[config.mk]
export PLATFORM = sky130hd
export DESIGN_NAME = pc_sequencer
export DESIGN_NICKNAME = d
export VERILOG_FILES = /design/src/rtl/pcseq_pkg.sv /design/src/rtl/pcseq_ret_stack.sv /design/src/rtl/pcseq_gie.sv /design/src/rtl/pcseq_next_pc.sv /design/src/rtl/pc_sequencer.sv
export SDC_FILE = /design/constraint.sdc
export NUM_CORES = 1
export LEC_CHECK = 0
export BUFFER_PORTS_ARGS = -buffer_cell sky130_fd_sc_hd__buf_2
export CELL_PAD_IN_SITES_DETAIL_PLACEMENT = 0
export CELL_PAD_IN_SITES_GLOBAL_PLACEMENT = 2
export CORE_AREA = 2 2 141 143
export CTS_BUF_LIST = sky130_fd_sc_hd__clkbuf_8
export DETAILED_ROUTE_END_ITERATION = 10
export DIE_AREA = 0 0 143 145
export HOLD_SLACK_MARGIN = 0.02
export PLACE_DENSITY_LB_ADDON = 0.1
export RECOVER_POWER = 25
export SYNTH_ARGS = -nofsm -noshare
export SYNTH_HDL_FRONTEND = slang
export SYNTH_SLANG_ARGS = --single-unit
[constraint.sdc]
create_clock -name clk -period 3.2 [get_ports clk]
set_clock_uncertainty 0.2 [all_clocks]
set_input_delay 0.48 -clock clk [delete_from_list [all_inputs] [get_ports clk]]
set_output_delay 0.48 -clock clk [all_outputs]
set_load 0.01 [all_outputs]
[src/rtl/pcseq_pkg.sv]
package pcseq_pkg;

  typedef enum logic [2:0] {
    OP_STEP = 3'd0,
    OP_JUMP = 3'd1,
    OP_CALL = 3'd2,
    OP_RET  = 3'd3,
    OP_RETI = 3'd4,
    OP_SKIP = 3'd5
  } pc_op_e;

  localparam int unsigned DEF_PC_W   = 16;
  localparam int unsigned DEF_PAGE_W = 2;
  localparam int unsigned DEF_DEPTH  = 8;

endpackage

[src/rtl/pcseq_ret_stack.sv]
module pcseq_ret_stack #(
  parameter int unsigned W     = 16,
  parameter int unsigned DEPTH = 8
) (
  input  logic         clk,
  input  logic         rst_n,
  input  logic         push,
  input  logic         pop,
  input  logic [W-1:0] push_data,
  output logic [W-1:0] top_data,
  output logic         empty,
  output logic         full,
  output logic         overflow,
  output logic         underflow
);
  localparam int unsigned CNT_W = $clog2(DEPTH + 1);
  localparam int unsigned IDX_W = (DEPTH > 1) ? $clog2(DEPTH) : 1;

  logic [CNT_W-1:0] count_q;
  logic [W-1:0]     entry_q [DEPTH];
  logic [IDX_W-1:0] wr_idx;
  logic [IDX_W-1:0] rd_idx;
  logic             do_push;
  logic             do_pop;

  assign empty   = (count_q == '0);
  assign full    = (count_q == CNT_W'(DEPTH));
  assign do_push = push && !full;
  assign do_pop  = pop && !empty;
  assign wr_idx  = IDX_W'(count_q);
  assign rd_idx  = IDX_W'(count_q - 1'b1);
  assign top_data = empty ? '0 : entry_q[rd_idx];

  // one register per entry, written only at the free slot
  for (genvar g = 0; g < DEPTH; g++) begin : g_entry
    always_ff @(posedge clk or negedge rst_n) begin
      if (!rst_n) begin
        entry_q[g] <= '0;
      end else if (do_push && (wr_idx == IDX_W'(g))) begin
        entry_q[g] <= push_data;
      end
    end
  end

  always_ff @(posedge clk or negedge rst_n) begin
    if (!rst_n) begin
      count_q <= '0;
    end else if (do_push) begin
      count_q <= count_q + 1'b1;
    end else if (do_pop) begin
      count_q <= count_q - 1'b1;
    end
  end

  always_ff @(posedge clk or negedge rst_n) begin
    if (!rst_n) begin
      overflow  <= 1'b0;
      underflow <= 1'b0;
    end else begin
      if (push && full) overflow <= 1'b1;
      if (pop && empty) underflow <= 1'b1;
    end
  end

  assert_push_lands_on_top_R9: assert property (@(posedge clk) disable iff (!rst_n)
    (push && !full) |=> (top_data == $past(push_data)));

  assert_full_push_dropped_R10: assert property (@(posedge clk) disable iff (!rst_n)
    (push && full) |=> (full && overflow && top_data == $past(top_data)));

  assert_empty_pop_flags_R11: assert property (@(posedge clk) disable iff (!rst_n)
    (pop && empty) |=> (empty && underflow));

  assert_flags_sticky_R10: assert property (@(posedge clk) disable iff (!rst_n)
    overflow |=> overflow);

endmodule

[src/rtl/pcseq_gie.sv]
module pcseq_gie (
  input  logic clk,
  input  logic rst_n,
  input  logic set_en,
  input  logic clr_en,
  output logic gie
);
  always_ff @(posedge clk or negedge rst_n) begin
    if (!rst_n) begin
      gie <= 1'b0;
    end else if (clr_en) begin
      gie <= 1'b0;
    end else if (set_en) begin
      gie <= 1'b1;
    end
  end

  assert_accept_clears_gie_R12: assert property (@(posedge clk) disable iff (!rst_n)
    clr_en |=> !gie);

  assert_reti_sets_gie_R6: assert property (@(posedge clk) disable iff (!rst_n)
    (set_en && !clr_en) |=> gie);

endmodule

[src/rtl/pcseq_next_pc.sv]
module pcseq_next_pc
  import pcseq_pkg::*;
#(
  parameter int unsigned PC_W   = 16,
  parameter int unsigned PAGE_W = 2
) (
  input  logic [2:0]           op,
  input  logic [PC_W-1:0]      pc_cur,
  input  logic [PAGE_W-1:0]    page,
  input  logic [PC_W-PAGE_W-1:0] target,
  input  logic                 skip_cond,
  input  logic [PC_W-1:0]      stk_top,
  input  logic                 stk_empty,
  output logic [PC_W-1:0]      pc_nxt,
  output logic                 two_cycle,
  output logic                 push_req,
  output logic                 pop_req,
  output logic                 reti_req
);
  logic [PC_W-1:0] pc_inc;
  logic [PC_W-1:0] pc_far;
  logic [PC_W-1:0] pc_ret;

  assign pc_inc = pc_cur + PC_W'(1);
  assign pc_far = {page, target};
  assign pc_ret = stk_empty ? '0 : stk_top;

  always_comb begin
    pc_nxt    = pc_inc;
    two_cycle = 1'b0;
    push_req  = 1'b0;
    pop_req   = 1'b0;
    reti_req  = 1'b0;
    case (pc_op_e'(op))
      OP_JUMP: begin
        pc_nxt    = pc_far;
        two_cycle = 1'b1;
      end
      OP_CALL: begin
        pc_nxt    = pc_far;
        two_cycle = 1'b1;
        push_req  = 1'b1;
      end
      OP_RET: begin
        pc_nxt    = pc_ret;
        two_cycle = 1'b1;
        pop_req   = 1'b1;
      end
      OP_RETI: begin
        pc_nxt    = pc_ret;
        two_cycle = 1'b1;
        pop_req   = 1'b1;
        reti_req  = 1'b1;
      end
      OP_SKIP: begin
        if (skip_cond) begin
          pc_nxt    = pc_cur + PC_W'(2);
          two_cycle = 1'b1;
        end
      end
      default: begin
        pc_nxt = pc_inc;
      end
    endcase
  end

endmodule

[src/rtl/pc_sequencer.sv]
module pc_sequencer
  import pcseq_pkg::*;
#(
  parameter int unsigned PC_W        = DEF_PC_W,
  parameter int unsigned PAGE_W      = DEF_PAGE_W,
  parameter int unsigned STACK_DEPTH = DEF_DEPTH
) (
  input  logic                     clk,
  input  logic                     rst_n,
  input  logic                     cmd_valid,
  output logic                     cmd_ready,
  input  logic [2:0]               cmd_op,
  input  logic [PC_W-PAGE_W-1:0]   cmd_target,
  input  logic [PAGE_W-1:0]        page_sel,
  input  logic                     skip_cond,
  input  logic                     irq_accept,
  output logic [PC_W-1:0]          pc,
  output logic                     gie,
  output logic                     busy,
  output logic                     stk_overflow,
  output logic                     stk_underflow
);
  logic            accept;
  logic            busy_q;
  logic [PC_W-1:0] pc_q;
  logic [PC_W-1:0] pc_nxt;
  logic [PC_W-1:0] stk_top;
  logic            stk_empty;
  logic            stk_full;
  logic            two_cycle;
  logic            push_req;
  logic            pop_req;
  logic            reti_req;

  assign cmd_ready = !busy_q;
  assign accept    = cmd_valid && cmd_ready;
  assign pc        = pc_q;
  assign busy      = busy_q;

  pcseq_next_pc #(
    .PC_W   (PC_W),
    .PAGE_W (PAGE_W)
  ) u_next (
    .op        (cmd_op),
    .pc_cur    (pc_q),
    .page      (page_sel),
    .target    (cmd_target),
    .skip_cond (skip_cond),
    .stk_top   (stk_top),
    .stk_empty (stk_empty),
    .pc_nxt    (pc_nxt),
    .two_cycle (two_cycle),
    .push_req  (push_req),
    .pop_req   (pop_req),
    .reti_req  (reti_req)
  );

  pcseq_ret_stack #(
    .W     (PC_W),
    .DEPTH (STACK_DEPTH)
  ) u_stack (
    .clk       (clk),
    .rst_n     (rst_n),
    .push      (accept && push_req),
    .pop       (accept && pop_req),
    .push_data (pc_q + PC_W'(1)),
    .top_data  (stk_top),
    .empty     (stk_empty),
    .full      (stk_full),
    .overflow  (stk_overflow),
    .underflow (stk_underflow)
  );

  pcseq_gie u_gie (
    .clk    (clk),
    .rst_n  (rst_n),
    .set_en (accept && reti_req),
    .clr_en (irq_accept),
    .gie    (gie)
  );

  always_ff @(posedge clk or negedge rst_n) begin
    if (!rst_n) begin
      pc_q   <= '0;
      busy_q <= 1'b0;
    end else begin
      busy_q <= accept && two_cycle;
      if (accept) pc_q <= pc_nxt;
    end
  end

  assert_step_advances_R2: assert property (@(posedge clk) disable iff (!rst_n)
    (accept && cmd_op == 3'd0) |=> (pc == PC_W'($past(pc) + 1) && !busy));

  assert_jump_paged_load_R3: assert property (@(posedge clk) disable iff (!rst_n)
    (accept && cmd_op == 3'd1) |=> (pc == {$past(page_sel), $past(cmd_target)} && busy));

  assert_call_saves_next_R4: assert property (@(posedge clk) disable iff (!rst_n)
    (accept && cmd_op == 3'd2 && !stk_full) |=> (stk_top == PC_W'($past(pc) + 1) && busy));

  assert_return_from_top_R5: assert property (@(posedge clk) disable iff (!rst_n)
    (accept && cmd_op == 3'd3 && !stk_empty) |=> (pc == $past(stk_top) && busy));

  assert_skip_taken_R7: assert property (@(posedge clk) disable iff (!rst_n)
    (accept && cmd_op == 3'd5 && skip_cond) |=> (pc == PC_W'($past(pc) + 2) && busy));

  assert_skip_not_taken_R7: assert property (@(posedge clk) disable iff (!rst_n)
    (accept && cmd_op == 3'd5 && !skip_cond) |=> (pc == PC_W'($past(pc) + 1) && !busy));

  assert_single_stall_R8: assert property (@(posedge clk) disable iff (!rst_n)
    busy |=> (!busy && pc == $past(pc)));

  assert_empty_return_zero_R11: assert property (@(posedge clk) disable iff (!rst_n)
    (accept && (cmd_op == 3'd3 || cmd_op == 3'd4) && stk_empty) |=> (pc == '0));

endmodule

==> flow_summary.toml <==
[synth]
synth-async-reset-ratio = 1.000
synth_sequential_area_ratio = 0.4887
synth_xor_xnor_area_share = 0.03022
synth_edf_count = 0
syn_avg_cell_area_um2 = 10.11
netlist.top_cell.by_area = "sky130_fd_sc_hd__dfrtp_1"
ys_warn_count = 0
synth-compound-area-share = 0.1546
synth_top_area_frac = 0.4887
netlist_area_before_placement_um2 = 7784
post_synth_num_cell_types = 72
ys_seq_elements = 152
muxShareOfSynthArea = 0.1132
synth_nets = 803
post_synth_and_or_nand_nor_area_fraction = 0.1506
synthCells = 770
synth_top_family_by_area = "compound AO/OA/AOI/OAI gates"
synthFlopType = "sky130_fd_sc_hd__dfrtp_1"
yosys.area_share.adder = 0.01447
synthTopCellsByArea = "sky130_fd_sc_hd__dfrtp_1 49%, sky130_fd_sc_hd__nand2_1 7.7%, sky130_fd_sc_hd__o21ai_0 6.7%, sky130_fd_sc_hd__mux4_2 5.5%, sky130_fd_sc_hd__mux2_2 3.9%"

[floorplan]
dieHeight_um = 145
num_io_pins = 45
floorplan.die_area_um2 = 20740
coreArea_um2 = 19210
num_rows = 51
die_w_um = 143
floorplan.initialDensity = 0.4053

[detailed_routing]
drtAntennaViolNets = 0
drc_errors = 0
detail_route.first_pass.iterations = 5
routed-via-count = 5921
drt_wl_total_mm = 22.06
drtIter0Drc = 395
wire_per_inst_um = 20.27
post_drt_via_cell_ratio = 5.442

[final_layout]
drive_above_1_share = 0.2041
antenna_cells = 0
postLayoutCellArea_um2 = 8666
flow.area_growth_from_synthesis_pct = 11.33
layout.core_utilization = 0.4512
finalNetCount = 843

[grt]
groute.usage.overall = 0.2212
antenna_found_initial = 0
grt_start_max_net_pins = 69
grt_pass1_wl_mm = 34.66
grt.overflow.total = 0
grt_pass1_vias = 5818

[clock_network]
clock_tree_from_tritoncts = "yes"
cts_clock_pin_slew_for_the_worst_setup_and_hold_paths_ns = 0.09
cts-root-buf = "sky130_fd_sc_hd__clkbuf_8"
clk_latency_ns = 0.45
post_cts.resized_instances = 0
cts_made_buffers = 17
htree_num_levels = 4
max-clock-path-buffers = 2
clock-sinks = 152

[min_path]
worstHoldPathType = "in2reg"
timing.hold.worst_path_depth = 3
min_from = "cmd_target[5]"
min_to = "pc[5]"

[power_and_ir_drop]
p_per_area_nw_per_um2 = 912.4
leakage_nw = 3.791
max-vdd-ir-drop_uv = 401.1

[sta]
max_slew_margin = -0.2706
post-route-period-util = 0.9056
period_minus_slack_ns = 2.898
whs_ns = 0.1422
timing_max_transition_violations_final = 38
unrepaired_setup_endpoints_after_global_routing = "false"
setup-tns-final_ns = 0
timing.final.hold_violations = 0
worst_pin_slew_ns = 1.906
report.final.setup_viol = 0
timing.fmax_mhz = 345.1

[placed_design]
detailed_place.area_um2 = 8230
dpl_wire_length_mm = 15.06
gp_congestion = 0.8596
placement.io_buffers = 44

[flow_run]
max-cap-violations = 1

[critical_path]
critical_path_class = "reg2reg"
reg2reg_to = "u_stack.entry_q[63]"
worstReg2RegStart = "pc[2]"
cp_data_required_time_ns = 3.30
cp.arrival_ns = 3.00
cp-start-kind = "flop"
end_kind = "flop"
worst_r2r_path_depth = 6
critPathMaxFanout = 8
worst-r2r-setup-slack_ns = 0.30

[run_status]
violated_checks = "capacitance limit, slew limit"
status = "complete, but fails checks"
[registers in the layout, summed over array words and instances (netlist names)]
name,flops
pc,16
u_gie.gie,1
u_stack.overflow,1
u_stack.entry_q,128
u_stack.underflow,1
u_stack.count_q,4
busy,1
[Yosys cell counts, types with 3 or more instances]
master and count:
sky130_fd_sc_hd__o21ai_0 104, sky130_fd_sc_hd__xnor2_1 16, sky130_fd_sc_hd__o22ai_1 17, sky130_fd_sc_hd__mux4_2 19
sky130_fd_sc_hd__clkbuf_8 3, sky130_fd_sc_hd__a211oi_1 4, sky130_fd_sc_hd__mux2i_1 10, sky130_fd_sc_hd__o22a_1 4
sky130_fd_sc_hd__nand4_1 5, sky130_fd_sc_hd__nor2_1 34, sky130_fd_sc_hd__nor3_1 13, sky130_fd_sc_hd__nand3_1 9
sky130_fd_sc_hd__a221oi_1 4, sky130_fd_sc_hd__mux2_2 27, sky130_fd_sc_hd__clkbuf_1 22, sky130_fd_sc_hd__dfrtp_1 152
sky130_fd_sc_hd__nand2_1 159, sky130_fd_sc_hd__inv_1 7, sky130_fd_sc_hd__buf_4 4, sky130_fd_sc_hd__xor2_1 9
sky130_fd_sc_hd__buf_6 7, sky130_fd_sc_hd__buf_2 14, sky130_fd_sc_hd__a21oi_1 24, sky130_fd_sc_hd__o21ai_1 32
sky130_fd_sc_hd__ha_1 9
[cells in the final DEF (no fill, tap or decap), types with 4 or more instances in the layout]
| master | instances |
|---|---|
| sky130_fd_sc_hd__o21ai_1 | 32 |
| sky130_fd_sc_hd__o22ai_1 | 17 |
| sky130_fd_sc_hd__nand3_1 | 9 |
| sky130_fd_sc_hd__a211oi_1 | 4 |
| sky130_fd_sc_hd__xnor2_1 | 16 |
| sky130_fd_sc_hd__mux4_2 | 19 |
| sky130_fd_sc_hd__ha_1 | 8 |
| sky130_fd_sc_hd__clkinvlp_4 | 6 |
| sky130_fd_sc_hd__a21oi_1 | 24 |
| sky130_fd_sc_hd__nand2_1 | 159 |
| sky130_fd_sc_hd__nor3_1 | 13 |
| sky130_fd_sc_hd__clkbuf_8 | 18 |
| sky130_fd_sc_hd__nand4_1 | 5 |
| sky130_fd_sc_hd__inv_1 | 8 |
| sky130_fd_sc_hd__o21ai_0 | 104 |
| sky130_fd_sc_hd__o22a_1 | 4 |
| sky130_fd_sc_hd__mux2_2 | 27 |
| sky130_fd_sc_hd__a221oi_1 | 4 |
| sky130_fd_sc_hd__xor2_1 | 9 |
| sky130_fd_sc_hd__buf_4 | 25 |
| sky130_fd_sc_hd__nor2_1 | 34 |
| sky130_fd_sc_hd__dfrtp_1 | 152 |
| sky130_fd_sc_hd__mux2i_1 | 10 |
| sky130_fd_sc_hd__buf_2 | 43 |
[cell type report]
class | instances | area (µm²)
clock buffer | 18 | 247.7
clock inverter | 14 | 173.9
fill | 1855 | 10540
inverter | 7 | 26.28
multi-input combinational | 558 | 3607
sequential | 152 | 3804
tap | 265 | 331.6
timing repair buffer | 74 | 475.5
[layer usage]
layer	vias to the layer above	global-route usage	part of all wire
met5	-	0	0
met4	0	0.04802	0.012
met3	18	0.03432	0.043
met2	132	0.3325	0.45
met1	2969	0.3376	0.50
li1	2802	-	-
[power by group]
group	switching [mW]	internal (mW)	total (mW)
clock network	0.774	0.797	1.57
registers	0.506	2.59	3.10
logic	1.86	1.38	3.24
[how the worst max path moves through the flow]
| stage | cells past startpoint | to | slack, ns | start |
|---|---|---|---|---|
| 2_1_floorplan | 9 | pc[14] | 0.47 | u_stack.count_q[0] |
| 3_3_place_gp | 6 | u_stack.entry_q[47] | 0.34 | pc[2] |
| 3_5_place_dp | 6 | u_stack.entry_q[63] | 0.34 | pc[2] |
| 4_1_cts | 6 | u_stack.entry_q[63] | 0.32 | pc[2] |
| 5_1_grt | 6 | u_stack.entry_q[63] | 0.12 | pc[2] |
| 6_report | 6 | u_stack.entry_q[63] | 0.30 | pc[2] |
[repair_timing]
item	CTS	global route
hold endpoints to repair	36	0
buffers inserted	0	0
hold buffers	2	0
[critical path, stage by stage, from the launching register on]
cell and delay, ns:
sky130_fd_sc_hd__dfrtp_1 0.55, sky130_fd_sc_hd__ha_1 0.37, sky130_fd_sc_hd__nand3_1 0.19, sky130_fd_sc_hd__nor2_2 0.31
sky130_fd_sc_hd__nand4_1 0.30, sky130_fd_sc_hd__xor2_1 0.62, sky130_fd_sc_hd__o21ai_0 0.20
[kinds of logic (layout without fill, tap and decap cells)]
kind of cell,Yosys count,in the layout
simple gates,252,252
compound gates,212,212
flops,152,152
buf+inv,60,113
mux,59,59
xor+xnor,26,26
fa+ha+maj,9,9
[stage by stage]
step / cells / total power [mW] / worst slack, ns
final: 1088 / 7.907 / 0.3020
after global routing: 1088 / 8.434 / 0.1236
after CTS: 1088 / 7.940 / 0.3184
after detailed placement: 1054 / 6.363 / 0.3444
after global placement: 1054 / 6.281 / 0.3412
after floorplan: 770 / 5.309 / 0.4719
Note: power is estimated with default switching activity, not from simulation.
